### src/rtl/vpass_pkg.sv
package vpass_pkg;

    typedef enum logic [2:0] {
        ST_IDLE,
        ST_LOOK,
        ST_REQ,
        ST_WAIT,
        ST_WRITE
    } ctl_state_e;

    typedef enum logic [2:0] {
        PH_NOM,
        PH_COARSE,
        PH_FINE,
        PH_HOST1,
        PH_HOST2
    } ctl_phase_e;

endpackage

### src/rtl/vpass_step.sv
module vpass_step #(
    parameter int CODE_W  = 9,
    parameter int NOMINAL = 500,
    parameter int FLOOR   = 470
) (
    input  logic [CODE_W-1:0] cur_code,
    input  logic [CODE_W-1:0] step,
    output logic [CODE_W-1:0] coarse_next,
    output logic [CODE_W-1:0] fine_next,
    output logic              at_floor,
    output logic              at_nominal
);
    localparam logic [CODE_W:0] FLOOR_X   = (CODE_W+1)'(FLOOR);
    localparam logic [CODE_W:0] NOMINAL_X = (CODE_W+1)'(NOMINAL);

    logic [CODE_W:0] step_x;
    logic [CODE_W:0] cur_x;
    logic [CODE_W:0] room;

    always_comb begin
        cur_x  = {1'b0, cur_code};
        step_x = (step == '0) ? (CODE_W+1)'(1) : {1'b0, step};
        room   = (cur_x > FLOOR_X) ? (cur_x - FLOOR_X) : '0;
        if (room <= step_x) begin
            coarse_next = FLOOR_X[CODE_W-1:0];
        end else begin
            coarse_next = cur_code - step_x[CODE_W-1:0];
        end
        if (cur_x >= NOMINAL_X) begin
            fine_next = NOMINAL_X[CODE_W-1:0];
        end else begin
            fine_next = cur_code + 1'b1;
        end
        at_floor   = (cur_x <= FLOOR_X);
        at_nominal = (cur_x >= NOMINAL_X);
    end
endmodule

### src/rtl/vpass_table.sv
module vpass_table #(
    parameter int DEPTH   = 64,
    parameter int ADDR_W  = 6,
    parameter int CODE_W  = 9,
    parameter int PAGE_W  = 8,
    parameter int NOMINAL = 500
) (
    input  logic              clk,
    input  logic              rst_n,
    input  logic              wr_en,
    input  logic [ADDR_W-1:0] wr_addr,
    input  logic [CODE_W-1:0] wr_code,
    input  logic [PAGE_W-1:0] wr_page,
    input  logic [ADDR_W-1:0] a_addr,
    output logic [CODE_W-1:0] a_code,
    output logic [PAGE_W-1:0] a_page,
    input  logic [ADDR_W-1:0] b_addr,
    output logic [CODE_W-1:0] b_code,
    output logic [PAGE_W-1:0] b_page
);
    logic [CODE_W-1:0] code_mem [DEPTH];
    logic [PAGE_W-1:0] page_mem [DEPTH];

    always_ff @(posedge clk or negedge rst_n) begin
        if (!rst_n) begin
            for (int i = 0; i < DEPTH; i++) begin
                code_mem[i] <= CODE_W'(NOMINAL);
                page_mem[i] <= '0;
            end
        end else if (wr_en) begin
            code_mem[wr_addr] <= wr_code;
            page_mem[wr_addr] <= wr_page;
        end
    end

    always_ff @(posedge clk or negedge rst_n) begin
        if (!rst_n) begin
            a_code <= CODE_W'(NOMINAL);
            a_page <= '0;
            b_code <= CODE_W'(NOMINAL);
            b_page <= '0;
        end else begin
            a_code <= code_mem[a_addr];
            a_page <= page_mem[a_addr];
            b_code <= code_mem[b_addr];
            b_page <= page_mem[b_addr];
        end
    end
endmodule

### src/rtl/vpass_tuner.sv
module vpass_tuner #(
    parameter int NUM_BLOCKS = 64,
    parameter int PAGE_W     = 8,
    parameter int CODE_W     = 9,
    parameter int ERR_W      = 16,
    parameter int NOMINAL    = 500,
    parameter int ECC_CAP    = 40,
    parameter int FLOOR_PCT  = 94,
    localparam int BLK_W     = $clog2(NUM_BLOCKS)
) (
    input  logic              clk,
    input  logic              rst_n,
    input  logic              tune_start,
    input  logic [BLK_W-1:0]  tune_block,
    input  logic [PAGE_W-1:0] tune_page,
    input  logic [CODE_W-1:0] tune_step,
    output logic              tune_busy,
    output logic              tune_done,
    input  logic              host_req_valid,
    output logic              host_req_ready,
    input  logic [BLK_W-1:0]  host_block,
    input  logic [PAGE_W-1:0] host_page,
    output logic              host_rsp_valid,
    output logic [ERR_W-1:0]  host_rsp_errs,
    output logic              host_rsp_retried,
    output logic              rd_req_valid,
    input  logic              rd_req_ready,
    output logic [BLK_W-1:0]  rd_req_block,
    output logic [PAGE_W-1:0] rd_req_page,
    output logic [CODE_W-1:0] rd_req_code,
    input  logic              rd_rsp_valid,
    input  logic [ERR_W-1:0]  rd_rsp_errs,
    input  logic [BLK_W-1:0]  qry_block,
    output logic [CODE_W-1:0] qry_code,
    output logic [PAGE_W-1:0] qry_page
);
    import vpass_pkg::*;

    localparam int FLOOR = (NOMINAL * FLOOR_PCT) / 100;
    localparam logic [CODE_W-1:0] NOM_CODE = CODE_W'(NOMINAL);
    localparam logic [ERR_W-1:0]  CAP_ERRS = ERR_W'(ECC_CAP);

    typedef struct packed {
        ctl_state_e        st;
        ctl_phase_e        ph;
        logic              tuning;
        logic [CODE_W-1:0] code;
        logic [BLK_W-1:0]  blk;
        logic [PAGE_W-1:0] page;
        logic              done;
        logic              hrsp_valid;
        logic [ERR_W-1:0]  hrsp_errs;
        logic              hrsp_retried;
    } ctl_regs_t;

    ctl_regs_t r_q, r_d;

    logic [CODE_W-1:0] coarse_next;
    logic [CODE_W-1:0] fine_next;
    logic              at_floor;
    logic              at_nominal;
    logic              overflow;
    logic              tbl_we;
    logic [BLK_W-1:0]  tbl_a_addr;
    logic [CODE_W-1:0] tbl_a_code;
    logic [PAGE_W-1:0] tbl_a_page;

    vpass_step #(
        .CODE_W (CODE_W),
        .NOMINAL(NOMINAL),
        .FLOOR  (FLOOR)
    ) step_i (
        .cur_code   (r_q.code),
        .step       (tune_step),
        .coarse_next(coarse_next),
        .fine_next  (fine_next),
        .at_floor   (at_floor),
        .at_nominal (at_nominal)
    );

    vpass_table #(
        .DEPTH  (NUM_BLOCKS),
        .ADDR_W (BLK_W),
        .CODE_W (CODE_W),
        .PAGE_W (PAGE_W),
        .NOMINAL(NOMINAL)
    ) table_i (
        .clk    (clk),
        .rst_n  (rst_n),
        .wr_en  (tbl_we),
        .wr_addr(r_q.blk),
        .wr_code(r_q.code),
        .wr_page(r_q.page),
        .a_addr (tbl_a_addr),
        .a_code (tbl_a_code),
        .a_page (tbl_a_page),
        .b_addr (qry_block),
        .b_code (qry_code),
        .b_page (qry_page)
    );

    assign overflow   = rd_rsp_errs > CAP_ERRS;
    assign tbl_we     = (r_q.st == ST_WRITE);
    assign tbl_a_addr = (r_q.st == ST_IDLE) ? host_block : r_q.blk;

    always_comb begin
        r_d              = r_q;
        r_d.done         = 1'b0;
        r_d.hrsp_valid   = 1'b0;
        host_req_ready   = (r_q.st == ST_IDLE) && !tune_start;

        unique case (r_q.st)
            ST_IDLE: begin
                if (tune_start) begin
                    r_d.blk    = tune_block;
                    r_d.page   = tune_page;
                    r_d.code   = NOM_CODE;
                    r_d.ph     = PH_NOM;
                    r_d.tuning = 1'b1;
                    r_d.st     = ST_REQ;
                end else if (host_req_valid) begin
                    r_d.blk  = host_block;
                    r_d.page = host_page;
                    r_d.st   = ST_LOOK;
                end
            end
            ST_LOOK: begin
                r_d.code = tbl_a_code;
                r_d.ph   = PH_HOST1;
                r_d.st   = ST_REQ;
            end
            ST_REQ: begin
                if (rd_req_ready) begin
                    r_d.st = ST_WAIT;
                end
            end
            ST_WAIT: begin
                if (rd_rsp_valid) begin
                    unique case (r_q.ph)
                        PH_NOM: begin
                            if (overflow) begin
                                r_d.st = ST_WRITE;
                            end else begin
                                r_d.code = coarse_next;
                                r_d.ph   = PH_COARSE;
                                r_d.st   = ST_REQ;
                            end
                        end
                        PH_COARSE: begin
                            if (overflow) begin
                                r_d.code = fine_next;
                                r_d.ph   = PH_FINE;
                                r_d.st   = ST_REQ;
                            end else if (at_floor) begin
                                r_d.st = ST_WRITE;
                            end else begin
                                r_d.code = coarse_next;
                                r_d.st   = ST_REQ;
                            end
                        end
                        PH_FINE: begin
                            if (!overflow || at_nominal) begin
                                r_d.st = ST_WRITE;
                            end else begin
                                r_d.code = fine_next;
                                r_d.st   = ST_REQ;
                            end
                        end
                        PH_HOST1: begin
                            if (overflow && !at_nominal) begin
                                r_d.code = NOM_CODE;
                                r_d.ph   = PH_HOST2;
                                r_d.st   = ST_REQ;
                            end else begin
                                r_d.hrsp_valid   = 1'b1;
                                r_d.hrsp_errs    = rd_rsp_errs;
                                r_d.hrsp_retried = 1'b0;
                                r_d.st           = ST_IDLE;
                            end
                        end
                        default: begin
                            r_d.hrsp_valid   = 1'b1;
                            r_d.hrsp_errs    = rd_rsp_errs;
                            r_d.hrsp_retried = 1'b1;
                            r_d.st           = ST_IDLE;
                        end
                    endcase
                end
            end
            default: begin
                r_d.done   = 1'b1;
                r_d.tuning = 1'b0;
                r_d.st     = ST_IDLE;
            end
        endcase
    end

    always_ff @(posedge clk or negedge rst_n) begin
        if (!rst_n) begin
            r_q.st           <= ST_IDLE;
            r_q.ph           <= PH_NOM;
            r_q.tuning       <= 1'b0;
            r_q.code         <= NOM_CODE;
            r_q.blk          <= '0;
            r_q.page         <= '0;
            r_q.done         <= 1'b0;
            r_q.hrsp_valid   <= 1'b0;
            r_q.hrsp_errs    <= '0;
            r_q.hrsp_retried <= 1'b0;
        end else begin
            r_q <= r_d;
        end
    end

    assign tune_busy        = r_q.tuning;
    assign tune_done        = r_q.done;
    assign host_rsp_valid   = r_q.hrsp_valid;
    assign host_rsp_errs    = r_q.hrsp_errs;
    assign host_rsp_retried = r_q.hrsp_retried;
    assign rd_req_valid     = (r_q.st == ST_REQ);
    assign rd_req_block     = r_q.blk;
    assign rd_req_page      = r_q.page;
    assign rd_req_code      = r_q.code;

    logic unused_tbl_page;
    assign unused_tbl_page = ^tbl_a_page;
endmodule

### config.mk
export PLATFORM = sky130hd
export DESIGN_NAME = vpass_tuner
export DESIGN_NICKNAME = d
export VERILOG_FILES = /design/src/rtl/vpass_pkg.sv /design/src/rtl/vpass_step.sv /design/src/rtl/vpass_table.sv /design/src/rtl/vpass_tuner.sv
export SDC_FILE = /design/constraint.sdc
export NUM_CORES = 2
export LEC_CHECK = 0
export CAP_MARGIN = 40
export CORE_ASPECT_RATIO = 0.9
export CORE_MARGIN = 4
export CORE_UTILIZATION = 59
export CTS_CLUSTER_DIAMETER = 200
export DETAILED_ROUTE_END_ITERATION = 10
export PLACE_DENSITY = 0.78
export SLEW_MARGIN = 5
export SYNTH_ARGS = -nofsm -noshare
export SYNTH_HDL_FRONTEND = slang
export SYNTH_HIERARCHICAL = 1
export SYNTH_SLANG_ARGS = --single-unit
export TNS_END_PERCENT = 30
### constraint.sdc
create_clock -name clk -period 4.8 [get_ports clk]
set_input_delay 1.2 -clock clk [delete_from_list [all_inputs] [get_ports clk]]
set_output_delay 1.2 -clock clk [all_outputs]
set_load 0.03 [all_outputs]
==> metrics.txt <==
CTS hold repair buffers 0; Synth warnings 6; cells after synthesis slightly below 4,000; port bufs about 130; fin cells ~5,400; Final ANT Viol Nets 0; Die Area 0.106 mm2; final wirelength between 150,000 and 200,000 um; VDD IR max around 480 uV; residual DRC count 0; WL/cell 32.3 um; crit path launch type flip-flop; Critical Path RT between 3 and 4 ns; Period minus WS final between 4 and 5 ns; CP Class flip-flop to output pin; most frequent cells in the layout mux2_2 (1,134), dfrtp_1 (750), mux4_2 (418), dfstp_2 (402), buf_4 (162); hpwl dp between 100,000 and 150,000 um; io pins 127; DRT Pass-1 Iters 5; vias in the first global route between 30,000 and 40,000; post-CTS setup buffer count 0; gr ovfl total 0; die height slightly above 300 um; Final nets just over 4,000; largest net degree at the start of global routing 120; H-tree depth 3; RSZ-0062 raised after global routing no; Synth Area per Inst roughly 15 um2; # Max-Cap Violations 0; Final Hold Fails 0; final-report max-slew violation count 0; first-pass GRT wire length between 200,000 and 300,000 um; cell count after placement just over 5,000; total global-route track usage around 33%; CTS Buffer Depth 3; Num CTS Buffers 117; P per Cell Area around 450 mW/mm2; Final Setup Violations 0; Horiz. Die Dim around 340 um; critical path fanouts, max 69; worst hold path type primary input to asynchronous set/reset pin; fmax 0.250 GHz; layout cell share with drive strength beyond 1 roughly 60%; Worst-Margin Slew between 0.9 and 1 ns; num rows 110; clock slew at reported path FFs roughly 0.07 ns; Filler cells approximately 6,800; RD Place Congestion 0.997; crit share post-route 83.5%; initial antenna violation count 13; core footprint roughly 0.1 mm2; Slew HR about a third; CP endpoint kind output pin; outcome finished clean; drt via density between 6 and 7; synth-to-layout area growth 11.7%; Leak Pwr 0.0297 uW; Syn Std Cell Area 0.0596 mm2; Starting Density 59.5%; CTS root buf clkbuf_16; worst path arrival time ~2.8 ns; CTS Sinks roughly 1,200; CTS resizes 0; CTS tree done; setup tns final 0 ns; clk_skew ~0.03 ns; DR vias roughly 37,000; most common cell after layout, fill and taps aside mux2_2; clock latency at the later pin of the worst-skew pair about 0.73 ns; Iter 0 DRT Violations approximately 3,600
## critical path, stage by stage, from the launching register on
cell	delay, ns
dfstp_2	0.59
buf_4	0.65
clkdlybuf4s50_1	0.83
## power breakdown
group	total, uW	internal, uW	switching [uW]
combinational	8740	3020	5720
clock	9960	5950	4010
sequential	11300	10600	673
## through the flow
| stage | utilization [%] | hold slack (ns) | setup WS, ns | power, uW | area [um2] |
|---|---|---|---|---|---|
| after floorplan | - | 0.471 | 0.899 | 16900 | 59600 |
| after global placement | 62.0 | 0.482 | 0.624 | 19800 | 62100 |
| after detailed placement | 62.2 | 0.488 | 0.614 | 19900 | 62300 |
| after CTS | 66.5 | 0.502 | 0.765 | 29900 | 66500 |
| after global routing | 66.5 | 0.511 | 0.564 | 30900 | 66500 |
| final | 66.5 | 0.487 | 0.793 | 30000 | 66500 |
## layout make-up
cell class / count / area, um2 / area share (%)
well taps: 1344 / 1680 / 2.53
clock buffers: 174 / 3440 / 5.18
inverters: 24 / 90.1 / 0.135
repair buffers: 326 / 3240 / 4.87
clock inverters: 50 / 793 / 1.19
flip-flops and latches: 1163 / 29600 / 44.5
diodes: 6 / 15.0 / 0.0226
multi-input cells: 2338 / 27600 / 41.6
## per-layer routing
metal / up-vias / track usage, % / share of wire, %
li1: 15000 / - / -
met1: 20000 / 46.0 / 39
met2: 1997 / 49.5 / 45
met3: 444 / 10.2 / 12
met4: 6 / 14.2 / 5.1
met5: - / 0 / 0.024
## worst paths after layout
kind	start	endpoint	slack, ns	cells past startpoint
worst max-delay path	rd_req_code[5]	rd_req_code[5]	0.79	2
worst min-delay path	rst_n	table_i/page_mem[459]	0.49	1
worst max register to register	rd_req_code[2]	rd_req_code[4]	0.89	14
worst min register to register	table_i/page_mem[44]	table_i/page_mem[44]	0.50	1
max in group asynchronous	rst_n	table_i/code_mem[414]	3.00	2
min in group clk	table_i/page_mem[44]	table_i/page_mem[44]	0.50	1
## state kept, by name, summed over array words and instances, names as in the netlist
signal,flops
host_rsp_retried,1
rd_req_page,8
host_rsp_errs,16
table_i/a_code,9
table_i/b_code,9
table_i/b_page,8
rd_req_code,9
host_rsp_valid,1
tune_busy,1
table_i/page_mem,512
tune_done,1
table_i/code_mem,576
r_q,6
rd_req_block,6
Note: power is estimated with default switching activity, not from simulation.
